## src/rtl/pix_front.sv

```systemverilog
module pix_front #(
  parameter int KYR = 77,
  parameter int KYG = 150,
  parameter int KYB = 29,
  parameter int KU  = 144,
  parameter int KV  = 183,
  parameter int KYS = 298,
  parameter int KCS = 291
) (
  input  logic       clk,
  input  logic       rst_n,
  input  logic       dbl_rate,
  input  logic [1:0] fmt_sel,
  input  logic       line_sync,
  input  logic [7:0] px_a,
  input  logic [7:0] px_b,
  input  logic [7:0] px_c,
  output logic       pix_valid,
  output logic [7:0] y_out,
  output logic [7:0] u_out,
  output logic [7:0] v_out
);

  function automatic logic [7:0] sat_s(input logic signed [19:0] x);
    if (x > 20'sd127) return 8'h7f;
    else if (x < -20'sd128) return 8'h80;
    else return x[7:0];
  endfunction

  function automatic logic [7:0] sat_u(input logic signed [19:0] x);
    if (x < 20'sd0) return 8'h00;
    else if (x > 20'sd255) return 8'hff;
    else return x[7:0];
  endfunction

  // pixel-edge qualifier
  logic ph;
  wire  ce = dbl_rate ? ~ph : 1'b1;

  always_ff @(posedge clk)
    if (!rst_n) ph <= 1'b0;
    else        ph <= dbl_rate ? ~ph : 1'b0;

  // stage 1: capture
  logic       s1_v, s1_yuv, s1_swap, s1_cph, cph;
  logic [7:0] s1_a, s1_b, s1_c;

  always_ff @(posedge clk)
    if (!rst_n) begin
      s1_v <= 1'b0; cph <= 1'b0; s1_yuv <= 1'b0; s1_swap <= 1'b0; s1_cph <= 1'b0;
      s1_a <= '0; s1_b <= '0; s1_c <= '0;
    end else if (ce) begin
      s1_v    <= ~line_sync;
      cph     <= line_sync ? 1'b0 : ~cph;
      s1_cph  <= cph;
      s1_yuv  <= fmt_sel[0];
      s1_swap <= fmt_sel[1];
      s1_a <= px_a; s1_b <= px_b; s1_c <= px_c;
    end

  // stage 2: luma matrix, chroma hold
  logic [15:0] lum_sum;
  logic [7:0]  lum, y_lane, c_lane;
  assign lum_sum = 16'(KYR * s1_a + KYG * s1_b + KYB * s1_c);
  assign lum     = 8'(lum_sum >> 8);
  assign y_lane  = s1_swap ? s1_b : s1_a;
  assign c_lane  = s1_swap ? s1_a : s1_b;

  logic       s2_v, s2_yuv;
  logic [7:0] s2_y, s2_r, s2_b, hold_u, hold_v;

  always_ff @(posedge clk)
    if (!rst_n) begin
      s2_v <= 1'b0; s2_yuv <= 1'b0; s2_y <= '0; s2_r <= '0; s2_b <= '0;
      hold_u <= 8'd128; hold_v <= 8'd128;
    end else if (ce) begin
      s2_v   <= s1_v;
      s2_yuv <= s1_yuv;
      s2_y   <= s1_yuv ? y_lane : lum;
      s2_r   <= s1_a;
      s2_b   <= s1_c;
      if (s1_v && s1_yuv) begin
        if (!s1_cph) hold_u <= c_lane;
        else         hold_v <= c_lane;
      end
    end

  // stage 3: scaling, rounding, saturation
  logic signed [19:0] d_b, d_r, c_u, c_v, y_n, t_u, t_v, t_y;
  assign d_b = $signed({12'd0, s2_b}) - $signed({12'd0, s2_y});
  assign d_r = $signed({12'd0, s2_r}) - $signed({12'd0, s2_y});
  assign c_u = $signed({12'd0, hold_u}) - 20'sd128;
  assign c_v = $signed({12'd0, hold_v}) - 20'sd128;
  assign y_n = $signed({12'd0, s2_y}) - 20'sd16;

  assign t_u = (s2_yuv ? c_u * 20'(KCS) : d_b * 20'(KU)) + 20'sd128;
  assign t_v = (s2_yuv ? c_v * 20'(KCS) : d_r * 20'(KV)) + 20'sd128;
  assign t_y = y_n * 20'(KYS) + 20'sd128;

  wire take = ce & s2_v;

  always_ff @(posedge clk)
    if (!rst_n) begin
      pix_valid <= 1'b0; y_out <= '0; u_out <= '0; v_out <= '0;
    end else begin
      pix_valid <= take;
      if (take) begin
        y_out <= s2_yuv ? sat_u(t_y >>> 8) : s2_y;
        u_out <= sat_s(t_u >>> 8);
        v_out <= sat_s(t_v >>> 8);
      end
    end

  AST_RST_CLEAR: assert property (@(posedge clk) disable iff (!rst_n)
    $rose(rst_n) |-> (!pix_valid && y_out == 8'd0 && u_out == 8'd0 && v_out == 8'd0));

  AST_FIXED_LATENCY: assert property (@(posedge clk) disable iff (!rst_n)
    ($past(rst_n, 3) && $past(rst_n, 2) && $past(rst_n) &&
     !$past(dbl_rate, 3) && !$past(dbl_rate, 2) && !$past(dbl_rate))
    |-> (pix_valid == !$past(line_sync, 3)));

  AST_DBL_GAP: assert property (@(posedge clk) disable iff (!rst_n)
    (pix_valid && dbl_rate && $past(dbl_rate) && $past(rst_n)) |=> !pix_valid);

  AST_HOLD_OUT: assert property (@(posedge clk) disable iff (!rst_n)
    ($past(rst_n) && !pix_valid) |-> ($stable(y_out) && $stable(u_out) && $stable(v_out)));

endmodule

```

## config.mk

```make
export PLATFORM = sky130hd
export DESIGN_NAME = pix_front
export DESIGN_NICKNAME = d
export VERILOG_FILES = /design/src/rtl/pix_front.sv
export SDC_FILE = /design/constraint.sdc
export NUM_CORES = 1
export LEC_CHECK = 0
export ABC_CLOCK_PERIOD_IN_PS = 13000
export CAP_MARGIN = 20
export CORE_ASPECT_RATIO = 0.75
export CORE_MARGIN = 2
export CORE_UTILIZATION = 63
export CTS_CLUSTER_DIAMETER = 150
export DETAILED_ROUTE_END_ITERATION = 8
export GPL_TIMING_DRIVEN = 0
export PLACE_DENSITY = 0.82
export SYNTH_ARGS = -nofsm -noshare
export SYNTH_HDL_FRONTEND = slang
export SYNTH_SLANG_ARGS = --single-unit
```

## constraint.sdc

```tcl
create_clock -name clk -period 13 [get_ports clk]
set_input_delay 3.25 -clock clk [delete_from_list [all_inputs] [get_ports clk]]
set_output_delay 3.25 -clock clk [all_outputs]
set_load 0.03 [all_outputs]
```

# Word-level counts from Yosys, hierarchy flattened
# Index checks and enable logic that the tools add are counted.
# classes
multipliers	8
magnitude_cmp	6
add_sub_neg	10
bitwise_logic	5
reduce_logical	4
muxes	14
# ops
op	n
$mux 8	10
$add 20x9->20 const B	2
$mux 20	2
$mul 9x10->19 const B	2
$mul 9x9->18 const B	2
$mul 7x8->15 const A	2
$gt 12x8->1 const B	2
$lt 12x8->1 const B	2
$add 19x9->20 const B	1
$sub 8x8->9	2
$sub 8x8->9 const B	2
$add 15x16->16	1
$add 16x13->16	1
$mul 9x5->14 const B	1
$mul 5x8->13 const A	1
$gt 12x9->1 const B	1
$lt 12x1->1 const B	1
$sub 8x5->9 const B	1
$reduce_and 3->1	2
$not 1->1	4
$mux 1	2
$reduce_and 2->1	1
$and 1x1->1	1
$logic_and 1x1->1	1
# word_totals
elab_cells	67
register_bits	97
output_inout_bits	25

# Depth between registers and ports, before layout
# Gate-level depths: netlist of run 1.
# depth
depth_word	7
mapped_depth	29
ltp_nobuf	28

# Least setup slack after synthesis of run 1
# Ideal clock, no wire load.
# synth_timing
path_kind	register to register
start	register s2_y[0]
end	register v_out[0]
setup_slack_ps	6223
stages_incl_launch_ff	27
n_path_buf	1
required_time_ps	12863
arrival_ps	6640
setup_ps	137
cell_sequence	dfxtp_1 -> ha_1 -> inv_1 -> fa_1 -> a21oi_1 -> o211ai_1 -> nand2_1 -> a211o_1 -> clkbuf_1 -> inv_1 -> fa_1 -> fa_1 -> fa_1 -> inv_1 -> fa_1 -> ha_1 -> o21ai_0 -> a21oi_1 -> and3_1 -> a221o_1 -> a21oi_1 -> xnor3_1 -> mux2i_1 -> nand4_1 -> mux2i_1 -> o21ai_1 -> a31oi_1
# synth_between
elab_chain_len	7
word_cells_on_any_way	8
cone_classes	2 x add/sub; 1 x mul; 2 x order compare; 3 x mux
# synth_rtl
item	line	text
start: declaration	70	logic [7:0] s2_y, s2_r, s2_b, hold_u, hold_v;
start signal: assignment	79	s2_y <= s1_yuv ? y_lane : lum;
$sub 8x8->9 *	91	assign d_r = $signed({12'd0, s2_r}) - $signed({12'd0, s2_y});
$mul 9x9->18 *	97	assign t_v = (s2_yuv ? c_v * 20'(KCS) : d_r * 20'(KV)) + 20'sd128;
$mux 20 *	97	
$add 20x9->20 *	97	
$lt 12x8->1	26	else if (x < -20'sd128) return 8'h80;
$mux 8	26	
$mux 8 *	25	if (x > 20'sd127) return 8'h7f;
end signal: assignment	110	v_out <= sat_s(t_v >>> 8);
end: declaration	21	output logic [7:0] v_out
# Mark *: on every way between the ends. The rest lies on a longest branch, timed or not.
# A chain may end at the register's enable or synchronous reset.

# Final worst setup path of run 1
# layout_timing
start	register s2_y[3]
end	register v_out[5]
# Same word-level chain as after synthesis.

==> results of run 1 <==
-- stage by stage --
step	hold WS (ps)	instances	util, %
6_report	472	2004	70.0
5_1_grt	470	2004	70.0
4_1_cts	449	2004	70.0
3_5_place_dp	428	1988	68.6
3_3_place_gp	412	1988	68.6
2_1_floorplan	402	1641	-
-- logic make-up (layout without fill, tap and decap cells) --
| family | count (synthesis) | after routing | synth area share (%) |
|---|---|---|---|
| fa+ha+maj | 405 | 405 | 41.1 |
| xor+xnor | 81 | 81 | 5.06 |
| compound gates | 342 | 342 | 17.0 |
| mux | 26 | 26 | 1.89 |
| simple gates | 377 | 377 | 13.1 |
| buf+inv | 313 | 382 | 8.23 |
| flops | 97 | 97 | 13.6 |
-- cell usage in the layout (no fill, tap or decap), types with 52 or more instances in the layout --
cell type	Yosys	final
a21oi_1	55	55
dfxtp_1	97	97
o21ai_0	59	59
nor2_1	57	57
inv_1	264	264
ha_1	298	298
fa_1	107	107
clkdlybuf4s50_1	0	53
nand2_1	161	161
a21boi_0	52	52
-- cell type report --
type | count | area (um^2) | area share, %
sequential | 97 | 1940 | 12.5
timing repair buffer | 53 | 531 | 3.42
clock inverter | 7 | 96.3 | 0.621
clock buffer | 9 | 225 | 1.45
inverter | 264 | 991 | 6.39
buffer | 49 | 186 | 1.20
multi-input combinational | 1231 | 11200 | 72.0
tap | 294 | 368 | 2.37
-- synthesized netlist by cell type, drive strengths merged, types with 12 or more instances --
cell    count
ha        298
inv       264
nand2     161
fa        107
dfxtp      97
o21ai      61
nor2       57
a21oi      56
a21boi     52
xnor2      47
clkbuf     42
xor2       33
nand3      24
a21o       21
nor3       19
o211a      19
a31oi      18
mux2i      18
nand2b     17
o211ai     16
nor2b      13
a211oi     12
nor3b      12
-- flip-flops by register name, indices dropped and copies added, names as in the netlist, 8 cells and up --
name	count
s2_b	8
s1_b	8
u_out	8
hold_u	8
hold_v	8
y_out	8
s1_a	8
v_out	8
s1_c	8
s2_r	8
s2_y	8
-- worst max-delay path, stage by stage, from the launching register on --
cell,delay [ps]
dfxtp_1,570
inv_1,170
ha_1,410
nand3_1,80
and2_1,170
a31oi_1,210
xor2_1,670
inv_1,210
fa_1,580
fa_1,440
fa_1,490
inv_1,60
fa_1,470
ha_1,280
nor4_1,380
nand3_1,240
a31oi_1,290
mux2_2,400
nor4_2,340
nor3b_1,460
nand3_1,130
o21bai_1,290
o21ai_1,270
a31oi_1,240
-- worst min path at each step --
stage / to / slack [ps] / cells past startpoint
2_1_floorplan: ph / 400 / 1
3_3_place_gp: ph / 410 / 1
3_5_place_dp: ph / 430 / 1
4_1_cts: ph / 450 / 1
5_1_grt: ph / 470 / 1
6_report: s2_b[3] / 470 / 2
-- routing by layer --
layer / GRT usage (%) / routed length, um / up-vias
li1: - / - / 5774
met1: 42.2 / 16200 / 5675
met2: 49.1 / 15500 / 392
met3: 4.79 / 2270 / 68
met4: 7.65 / 794 / 0
met5: 0 / 0 / -
==> impl_results.md, run 1 <==
* Ys async rst share at 0%
* CP required at 13,290 ps
* First-pass GRT wire length at 57.9 mm
* Final instance area at 0.0155 mm^2
* Layout Nets at 2,140
* Clock latency on the worst-skew pair at 370 ps
* Hold Path Class: register to register
* Crit path launch: s2_y[3]
* # clock sinks at 97
* Critical path class: register to register
* TritonCTS clock tree: done
* Reg-to-reg slack, setup at 5080 ps
* Worst Skew at 13.0 ps
* Num CTS Buffers at 9
* Yosys top cell by area: ha_1
* ANT nets after route at 0
* Post-CTS sizing at 0
* Clock root cell: clkbuf_16
* Number of max-cap violations at 0
* Hpwl dp at 28.8 mm
* Wire length per cell at 17.3 um
* CTS Buffer Depth at 2
* Final worst slack at 5080 ps
* Drt pass-1 iters at 5
* Synth top area cells: ha_1 (26%), fa_1 (15%), dfxtp_1 (14%)
* Worst slack at placement at 5270 ps
* Die area at 0.0239 mm^2
* GP Congestion at 0.927
* DRT iter0 DRCs at 912
* Worst slew pin tran at 969 ps
* Seq/Total Area, Yosys at 13.6%
* Worst Path Max Fanout at 8
* Syn-to-layout area delta at 8.53%
* Vias at 11,900
* Worst slew margin at 34.6%
* Min Clock Period, post-route at 7920 ps
* I/O pin cnt at 55
* Vias per inst at 5.94
* Status: finished, final reports clean
* Synth Instances at 1,641
* Maximum clock rate at 0.126 GHz
* Count of final hold-check violations at 0
* Die height at 134 um
* Final setup fails at 0
* Ys flop type: dfxtp_1
* Final wirelength at 34.8 mm
* Final Max Slew Viols at 0
* Setup crit start kind: register
* I/O Buffers at 53
* Warnings, synthesis at 0
* Antenna cells at 0
* Setup TNS at 0 ps
* Worst reg2reg startpoint: s2_y[3]
* Die width at 178 um
* H-tree depth at 3
* Yosys top cell area share at 26.1%
* RSZ-0062 raised after global routing: no
* Synth cell types at 83
* HP Start: s2_b[3]
* #FFs+latches synth at 97
* Gr ovfl total at 0
* Number of synthesized flops with an enable pin at 0
* Setup crit end: v_out[5]
* Row cnt at 47
* Crit Reg-Reg Endpoint: v_out[5]
* Starting density of the core at 64.5%
* Avg Cell Area, Syn at 8.71 um^2
* Vias in the first global route at 11,900
* Layout cells sized above 1 at 2.98%
* Syn nets at 2,076
* Clock transition at the registers of the reported paths at 90 ps
* Cts hold-fix bufs at 0
* GRT Total Usage at 30.3%
* Largest net degree at the start of global routing at 23
* Post-Syn Area at 0.0143 mm^2
* Initial antenna violation count at 0
* Crit. End Element: register
* Setup bufs post-CTS at 0
* DRC at 0
* Layout fillers at 1,707
* Placed Area at 0.0152 mm^2
* Final worst path period share at 61.0%
* Worst reg2reg path depth at 23
* Core area at 0.0222 mm^2
* Critical Path AT at 8210 ps
Power of run 1 is left out: the tool's default activity adds up to more than one toggle a clock period on the data nets, which glitch-free logic cannot reach.
==> inputs of run 2 (changes only) <==
- ABC_CLOCK_PERIOD_IN_PS: 13000 -> 7400
- clock period: 13 -> 7.4 ns (I/O delays scaled with it)
==> impl_results.md, run 2 (synthesis results as in run 1) <==
* Min Clock Period, post-route at 7220 ps
* Non-Filler Instances at 2,008
* Clock root cell: clkbuf_16
* Largest net degree at the start of global routing at 23
* Starting density of the core at 64.5%
* Worst Path Max Fanout at 7
* Die height at 134 um
* Vias per inst at 5.97
* Clock transition at the registers of the reported paths at 80 ps
* Vias at 12,000
* Num CTS Buffers at 9
* Most common cell after layout, fill and taps aside: ha_1
* TritonCTS clock tree: done
* I/O Buffers at 53
* Number of max-cap violations at 0
* Row cnt at 47
* Worst slack at placement at -332 ps
* Syn-to-layout area delta at 10.1%
* Setup crit start kind: register
* Setup crit end: v_out[5]
* ANT nets after route at 0
* Status: finished, final reports clean
* Wire length per cell at 17.6 um
* Crit. End Element: register
* Drt pass-1 iters at 5
* CTS Buffer Depth at 2
* Slowest CP cell: fa_1
* Vias in the first global route at 11,900
* Layout cells sized above 1 at 4.96%
* H-tree depth at 3
* CP required at 7690 ps
* Crit path launch: s2_y[1]
* First-pass GRT wire length at 57.8 mm
* Worst reg2reg startpoint: s2_y[1]
* DRC at 0
* Final wirelength at 35.3 mm
* Die area at 0.0239 mm^2
* Count of final hold-check violations at 0
* GRT Total Usage at 30.2%
* Worst Skew at 15.0 ps
* CP max stage delay at 560 ps
* # clock sinks at 97
* Final Util at 71.0%
* Maximum clock rate at 0.138 GHz
* DRT iter0 DRCs at 1,048
* Antenna cells at 0
* Critical Path AT at 7510 ps
* Final worst slack at 178 ps
* Final Max Slew Viols at 0
* Initial antenna violation count at 0
* Hpwl dp at 28.8 mm
* Most frequent cells in the layout: ha_1 (298), inv_1 (263), nand2_1 (161)
* Placed cells at 1,988
* Core area at 0.0222 mm^2
* Critical path class: register to register
* Reg-to-reg slack, setup at 180 ps
* Layout fillers at 1,674
* Clock latency on the worst-skew pair at 380 ps
* Gr ovfl total at 0
* Final worst path period share at 97.6%
* Worst reg2reg path depth at 25
* Worst path most repeated cell: fa_1
* GP Congestion at 0.927
* Crit Reg-Reg Endpoint: v_out[5]
* Die width at 178 um
* Final instance area at 0.0157 mm^2
* I/O pin cnt at 55
* Worst slew pin tran at 976 ps
* Final setup fails at 0
* Hold Path Class: register to register
* Placed Area at 0.0152 mm^2
* Worst slew margin at 34.1%
* Layout Nets at 2,144
[run 2: cell types whose count changed in the layout (fill, tap and decap cells not counted), sizes merged]
cell | before | now
buf | 7 | 15
clkbuf | 51 | 47
inv | 268 | 267
clkinvlp | 0 | 1
[run 2: final cells by class]
class | instances | area (um^2) | area share (%)
Buffer | 45 | 171 | 1.09
Clock buffer | 9 | 225 | 1.43
Clock inverter | 7 | 96.3 | 0.612
Inverter | 264 | 995 | 6.32
Multi-Input combinational cell | 1231 | 11300 | 72.1
Sequential cell | 97 | 1950 | 12.4
Tap cell | 294 | 368 | 2.34
Timing Repair Buffer | 61 | 591 | 3.75
[run 2: worst min-delay path by stage]
stage	end	startpoint	cells past startpoint	slack, ps
6_report	ph	ph	1	450
5_1_grt	ph	ph	1	470
4_1_cts	ph	ph	1	450
3_5_place_dp	ph	ph	1	430
3_3_place_gp	ph	ph	1	410
2_1_floorplan	ph	ph	1	400
[run 2: worst max-delay path, delay by kind of cell (launching register included)]
family | cells | cell delay, ps
adders and majority gates | 6 | 2520
and+or+nand+nor | 6 | 1540
AOI/OAI and AO/OA | 6 | 1200
buffers and inverters | 5 | 700
DFF | 1 | 450
muxes | 1 | 400
xor gates and xnor gates | 1 | 350
[run 2: stage by stage]
stage / hold slack (ps) / setup TNS [ps]
global route: 470 / -782
floorplan: 402 / 0
detailed placement: 428 / -2230
global placement: 412 / -1550
CTS: 449 / 0
finish: 452 / 0
[run 2: per-layer routing]
metal / track usage (%) / vias to the layer above / share of wire [%]
met1: 42.2 / 5685 / 46
met4: 8.20 / 0 / 2.5
met3: 4.03 / 74 / 7.0
met2: 49.2 / 431 / 45
li1: - / 5796 / -
met5: 0 / - / 0
[run 2: repair_timing]
item	4_1_cts	5_1_grt
endpoints found under the setup margin	8	17
pin swaps	0	4
hold buffers	0	0
gates resized for setup	7	28
buffers inserted	0	8
Power of run 2 is left out for the same reason.
==> inputs of run 3 (changes only) <==
- ABC_CLOCK_PERIOD_IN_PS: 7400 -> 9300
- clock period: 7.4 -> 9.3 ns (I/O delays scaled with it)
==> results of run 3 <==
Same layout as run 1 (identical final DEF). Status: finished, final reports clean.
Main changes from that run: setup slack after placement 5270 ps -> 1570 ps; setup slack after layout 5080 ps -> 1380 ps; register-to-register setup slack 5080 ps -> 1380 ps
Power of run 3 is left out for the same reason.
